==> config.mk <==
export PLATFORM = sky130hd
export DESIGN_NAME = cartIoFront
export DESIGN_NICKNAME = d
export VERILOG_FILES = /design/src/rtl/cartIoPkg.sv /design/src/rtl/cartIoCtrl.sv /design/src/rtl/cartIoDatapath.sv /design/src/rtl/cartIoFront.sv
export SDC_FILE = /design/constraint.sdc
export NUM_CORES = 1
export LEC_CHECK = 0
export BUFFER_PORTS_ARGS = -buffer_cell sky130_fd_sc_hd__buf_2
export CORE_AREA = 4 4 41 43
export DETAILED_ROUTE_END_ITERATION = 7
export DIE_AREA = 0 0 45 47
export SYNTH_ARGS = -nofsm -noshare
export SYNTH_HDL_FRONTEND = slang
export SYNTH_SLANG_ARGS = --single-unit
==> constraint.sdc <==
create_clock -name clk -period 4.3 [get_ports clk]
set_clock_uncertainty 0.2 [all_clocks]
set_input_delay 0.215 -clock clk [delete_from_list [all_inputs] [get_ports clk]]
set_output_delay 0.215 -clock clk [all_outputs]
set_load 0.1 [all_outputs]
==> src/rtl/cartIoPkg.sv <==
package cartIoPkg;

  // Strobes passed from the bus control to the datapath
  typedef struct packed {
    logic pageActive;   // page strobe asserted
    logic ctrlHit;      // page active and offset equals control offset
    logic latchCtrl;    // load control register on this clk edge
  } ioStrobes_t;

  // Control register layout, bit 3 down to bit 0 of the data bus
  typedef struct packed {
    logic drumPulse;    // 0 latch mode, 1 pulse mode
    logic irqDisN;      // 0 disables interrupts
    logic clkInDis;     // 1 disables clock input
    logic clkOutDisN;   // 0 disables clock output
  } ctrlBits_t;

  localparam int CTRL_W = $bits(ctrlBits_t);

  localparam ctrlBits_t CTRL_SAFE = '{
    drumPulse:  1'b0,
    irqDisN:    1'b1,
    clkInDis:   1'b0,
    clkOutDisN: 1'b1
  };

endpackage

==> src/rtl/cartIoCtrl.sv <==
module cartIoCtrl
  import cartIoPkg::*;
#(
  parameter int ADDR_W      = 8,
  parameter int CTRL_OFFSET = 'h0A
) (
  input  logic              clk,
  input  logic              rst,
  input  logic              ioPageN,
  input  logic              rdWr,
  input  logic              phi2,
  input  logic [ADDR_W-1:0] addr,
  output ioStrobes_t        strobes
);

  logic phi2Prev;
  logic phi2Fall;

  always_ff @(posedge clk) begin
    if (rst) phi2Prev <= 1'b0;
    else     phi2Prev <= phi2;
  end

  assign phi2Fall = phi2Prev & ~phi2;

  always_comb begin
    strobes.pageActive = ~ioPageN;
    strobes.ctrlHit    = ~ioPageN && (addr == ADDR_W'(CTRL_OFFSET));
    strobes.latchCtrl  = strobes.ctrlHit && ~rdWr && phi2Fall;
  end

endmodule

==> src/rtl/cartIoDatapath.sv <==
module cartIoDatapath
  import cartIoPkg::*;
#(
  parameter int ADDR_W    = 8,
  parameter int DATA_W    = 8,
  parameter int SEL_COUNT = 8
) (
  input  logic                 clk,
  input  logic                 rst,
  input  ioStrobes_t           strobes,
  input  logic                 rdWr,
  input  logic [ADDR_W-1:0]    addr,
  input  logic [DATA_W-1:0]    dataIn,
  output logic [SEL_COUNT-1:0] selN,
  output logic                 xcvrEnN,
  output logic                 xcvrToHost,
  output ctrlBits_t            ctrlQ
);

  localparam int SEL_BITS = $clog2(SEL_COUNT);
  localparam int HI_LSB   = SEL_BITS + 1;

  logic                inRange;
  logic [SEL_BITS-1:0] pairIdx;
  logic                unusedDataHi;

  // Bit 0 is skipped, so a pair of offsets shares one select.
  // Everything above the decoded window blocks all selects.
  assign inRange = (addr[ADDR_W-1:HI_LSB] == '0);
  assign pairIdx = addr[SEL_BITS:1];

  for (genvar i = 0; i < SEL_COUNT; i++) begin : g_sel
    assign selN[i] = ~(strobes.pageActive && inRange &&
                       (pairIdx == SEL_BITS'(i)));
  end

  assign xcvrEnN    = ~strobes.pageActive;
  assign xcvrToHost = rdWr;

  always_ff @(posedge clk) begin
    if (rst)                    ctrlQ <= CTRL_SAFE;
    else if (strobes.latchCtrl) ctrlQ <= ctrlBits_t'(dataIn[CTRL_W-1:0]);
  end

  assign unusedDataHi = ^dataIn[DATA_W-1:CTRL_W];

endmodule

==> src/rtl/cartIoFront.sv <==
module cartIoFront
  import cartIoPkg::*;
(
  input  logic       clk,
  input  logic       rst,
  input  logic       ioPageN,
  input  logic       rdWr,
  input  logic       phi2,
  input  logic [7:0] addr,
  input  logic [7:0] dataIn,
  output logic [7:0] selN,
  output logic       xcvrEnN,
  output logic       xcvrToHost,
  output logic       clkOutDisN,
  output logic       clkInDis,
  output logic       irqDisN,
  output logic       drumPulse
);

  ioStrobes_t strobes;
  ctrlBits_t  ctrlQ;

  cartIoCtrl #(.ADDR_W(8), .CTRL_OFFSET('h0A)) u_ctrl (
    .clk(clk), .rst(rst), .ioPageN(ioPageN), .rdWr(rdWr),
    .phi2(phi2), .addr(addr), .strobes(strobes)
  );

  cartIoDatapath #(.ADDR_W(8), .DATA_W(8), .SEL_COUNT(8)) u_dp (
    .clk(clk), .rst(rst), .strobes(strobes), .rdWr(rdWr),
    .addr(addr), .dataIn(dataIn), .selN(selN), .xcvrEnN(xcvrEnN),
    .xcvrToHost(xcvrToHost), .ctrlQ(ctrlQ)
  );

  assign clkOutDisN = ctrlQ.clkOutDisN;
  assign clkInDis   = ctrlQ.clkInDis;
  assign irqDisN    = ctrlQ.irqDisN;
  assign drumPulse  = ctrlQ.drumPulse;

endmodule

* Word level (Yosys, flattened, before mapping)
Index checks and enable logic that the tools add are counted.
Storage, ports and cells: register bits 5, bits of input ports 21, output and inout bits 14, logic and storage cells 39
Cells by class: equal/unequal tests 8, bitwise gates (word level) 12, reduce and logical (&&, ||, !) cells 14
Operators by type and width (number):
- == test 3 bit (second input constant) | 4
- logical AND 1 bit | 12
- inverter 1 bit | 11
- == test 8 x 4 -> 1 bit (second input constant) | 1
- == test 3 x 2 -> 1 bit (second input constant) | 2
- zero test 4 bit | 1
- == test 3 x 1 -> 1 bit (second input constant) | 1
- zero test 3 bit | 1
- bitwise AND 1 bit | 1

* Logic depth before layout (Yosys ltp)
word-level depth 4, gate-level depth with buffers 4, mapped depth without buffers 3

* Cells and area by module
From an unflattened synthesis, not the netlist that was laid out.
Second synthesis, totals: cells, all modules 35, area, all modules 326.6 µm²
By module, submodules not included:
- cartIoDatapath | times used 1, cells an instance 26, area an instance 244.0 µm², seq. area each 80.1 µm²
- cartIoCtrl | times used 1, cells an instance 9, area an instance 82.6 µm², seq. area each 20.0 µm²

* Least setup slack after synthesis
Ideal clock, no wire load.
kind input-to-output, start in addr[5], end out selN[3], arrival 1825 ps, data required time 3885 ps, slack 2060 ps, stages on the path 3, buffers on the path 0, path through or4_4 nor3_1 nand3_1
Between the ends: word-level cells in the longest chain between the ends 4
Ends and longest elaborated chain:
- start: declaration | RTL line cartIoFront.sv:9 | input logic [7:0] addr,
- zero test 4 bit | RTL line cartIoDatapath.sv:29 | assign inRange = (addr[ADDR_W-1:HI_LSB] == '0);
- logical AND 1 bit (2 in a row) | RTL line cartIoDatapath.sv:33 | assign selN[i] = ~(strobes.pageActive && inRange &&
- inverter 1 bit | RTL line cartIoDatapath.sv:33
- end: declaration | RTL line cartIoFront.sv:11 | output logic [7:0] selN,
No other way between the ends.

* Final worst setup path
Same ends and word-level chain as after synthesis.

==> results.sh <==
export IMPL_status="finished, final reports clean"
export IMPL_drc=0
export IMPL_cts_tree="built"
export IMPL_powerDensity_nw_per_um2=265
export IMPL_startpoint_type="input pin"
export IMPL_p_leak_nw=0.203
export IMPL_peakVddDrop_mv=0.0859
export IMPL_cp_arrival_ns=1.60
export IMPL_setup_viol=0
export IMPL_grt_use_total_pct=8.22
export IMPL_r2r_start="u_ctrl.phi2Prev"
export IMPL_p_int_w=0.0000910
export IMPL_relSlewSlack_pct=67.5
export IMPL_ant_nets=0
export IMPL_clk_path_buf_depth=2
export IMPL_synth_xor_area_share_pct=0
export IMPL_core_um2=1300
export IMPL_maxCapViolations=0
export IMPL_finalCritPeriodShare_pct=46.9
export IMPL_synth_top_family_by_area="simple AND/OR/NAND/NOR gates"
export IMPL_grt_pass1_vias=318
export IMPL_p_sw_w=0.0000358
export IMPL_syn_nets=60
export IMPL_synthSimpleGateAreaFrac_pct=46.2
export IMPL_synth_distinct_cells=13
export IMPL_worstSetupStartpoint="addr[5]"
export IMPL_grt_ovfl_total=0
export IMPL_mostFrequentLayoutCell="buf_2"
export IMPL_die_area_um2=2120
export IMPL_fp_row_count=13
export IMPL_drtIter0Drc=1
export IMPL_ys_warn_count=0
export IMPL_insertion_delay_ns=0.24
export IMPL_swShare_pct=28.2
export IMPL_setup_tns_ns=0
export IMPL_final_nets=91
export IMPL_synth_adder_area_share_pct=0
export IMPL_die_w_um=45
export IMPL_cts_buffers_inserted=3
export IMPL_grt_setup_unrepaired="false"
export IMPL_worst_pin_slew_ns=0.490
export IMPL_cts_htree_levels=1
export IMPL_finalHoldViolCount=0
export IMPL_cts_resized=0
export IMPL_path_max_fanout=4
export IMPL_dp_slack_ns=2.28
export IMPL_grt_pass1_wl_mm=1.17
export IMPL_power_w=0.000127
export IMPL_antenna_found_initial=0
export IMPL_vias_per_cell=4.30
export IMPL_hold_start="phi2"
export IMPL_crit_path_end_kind="output port"
export IMPL_synth_compound_area_share_pct=0
export IMPL_drive_gt1_share_pct=49.3
export IMPL_p_seq_share_pct=37.2
export IMPL_post_route_util_pct=36.7
export IMPL_ioPinCount=35
export IMPL_areaGrowthSynthToFinish_pct=54.7
export IMPL_wire_per_inst_um=9.70
export IMPL_pwr_share_comb_pct=19.4
export IMPL_grt_max_degree=10
export IMPL_finalWirelength_um=815
export IMPL_ys_seq_area_share_pct=32.4
export IMPL_gp_congestion=0.602
export IMPL_crit_required_ns=3.88
export IMPL_num_antenna_cells=0
export IMPL_min_delay_path_depth=2
export IMPL_synth_seq_cells=5
export IMPL_period_needed_ns=2.02
export IMPL_p_clk_share_pct=43.4
export IMPL_dpl_hpwl_um=652
export IMPL_syn_inst=39
export IMPL_vias=361
export IMPL_fmax_ghz=0.496
export IMPL_start_util_pct=23.7
export IMPL_die_h_um=47
export IMPL_cts_hold_buf=0
export IMPL_path_class="input pin to output port"
export IMPL_synth_mux_area_fraction_pct=13.0
export IMPL_setup_slack_ns=2.28
export IMPL_clock_sinks=5
export IMPL_final_cell_mix="buf_2 (30), nand2_1 (6), nor2_1 (6), nand2b_1 (5), dfxtp_1 (5)"
export IMPL_holdCritPathClass="input pin to register"
export IMPL_root_buffer="clkbuf_4"
export IMPL_r2r_cells=3
export IMPL_cts_clk_slew_worst_paths_ns=0.04
export IMPL_port_buffers=30
export IMPL_syn_area_um2=309
export IMPL_drv_slew=0
export IMPL_cts_setup_buffers=0
export IMPL_syn_area_per_cell_um2=7.92
export IMPL_dr_pass1_iters=2
## synthesized netlist by cell type
cell type / number / area share [%]
and4bb_1: 1 / 4.0
nand2_1: 6 / 7.3
nor3_1: 1 / 1.6
mux2i_1: 4 / 13
nor4b_1: 1 / 2.8
nand3_1: 2 / 3.2
nor2_1: 6 / 7.3
nor2b_1: 3 / 6.1
nand2b_1: 5 / 10
dfxtp_1: 5 / 32
clkbuf_1: 1 / 1.2
or4_4: 1 / 3.6
buf_4: 3 / 7.3
## power groups by stage
| stage | logic [W] | registers [W] | clock network [W] |
|---|---|---|---|
| floorplan | 0.0000160 | 0.0000479 | 0 |
| global placement | 0.0000242 | 0.0000479 | 0 |
| detailed placement | 0.0000246 | 0.0000480 | 0 |
| CTS | 0.0000247 | 0.0000472 | 0.0000583 |
| global route | 0.0000262 | 0.0000471 | 0.0000600 |
| finish | 0.0000245 | 0.0000472 | 0.0000550 |
## final cells by class
type	count	area, um2
multi-input cells	30	183
flip-flops and latches	5	100
fillers	154	823
repair buffers	30	150
clock buffers	4	26.3
well taps	15	18.8
## metal layers
metal  track usage [%]  vias up  part of all wire (%)
li1                  -      186                     -
met1              8.20      143                    37
met2              12.1       28                    42
met3              1.53        4                    17
met4              12.3        0                   4.4
met5                 0        -                     0
## worst paths after layout
path	endpoint	slack [ns]
max	selN[3]	2.28
max reg2reg	u_dp.ctrlQ[1]	2.93
min reg2reg	u_dp.ctrlQ[3]	0.27
min	u_ctrl.phi2Prev	0.004
## critical path, cell delays in order
cell and delay, ns:
buf_2 0.09, or4_4 0.53, nor3_1 0.34, nand3_1 0.12, buf_2 0.30
## through the flow
stage / std cells / area, um2 / hold slack, ns
4_1_cts: 84 / 478 / 0.00172
3_5_place_dp: 80 / 452 / 0.261
3_3_place_gp: 80 / 452 / 0.244
2_1_floorplan: 39 / 309 / 0.143
5_1_grt: 84 / 478 / 0.00519
6_report: 84 / 478 / 0.00393
## cells by family after synthesis
| logic type | Yosys count |
|---|---|
| simple gates | 26 |
| mux | 4 |
| buf+inv | 4 |
| flops | 5 |
## sequential cells by signal, indices dropped and copies added, names as in the netlist
register and count:
u_ctrl.phi2Prev 1, u_dp.ctrlQ 4
Power figures use the tool's default switching activity.
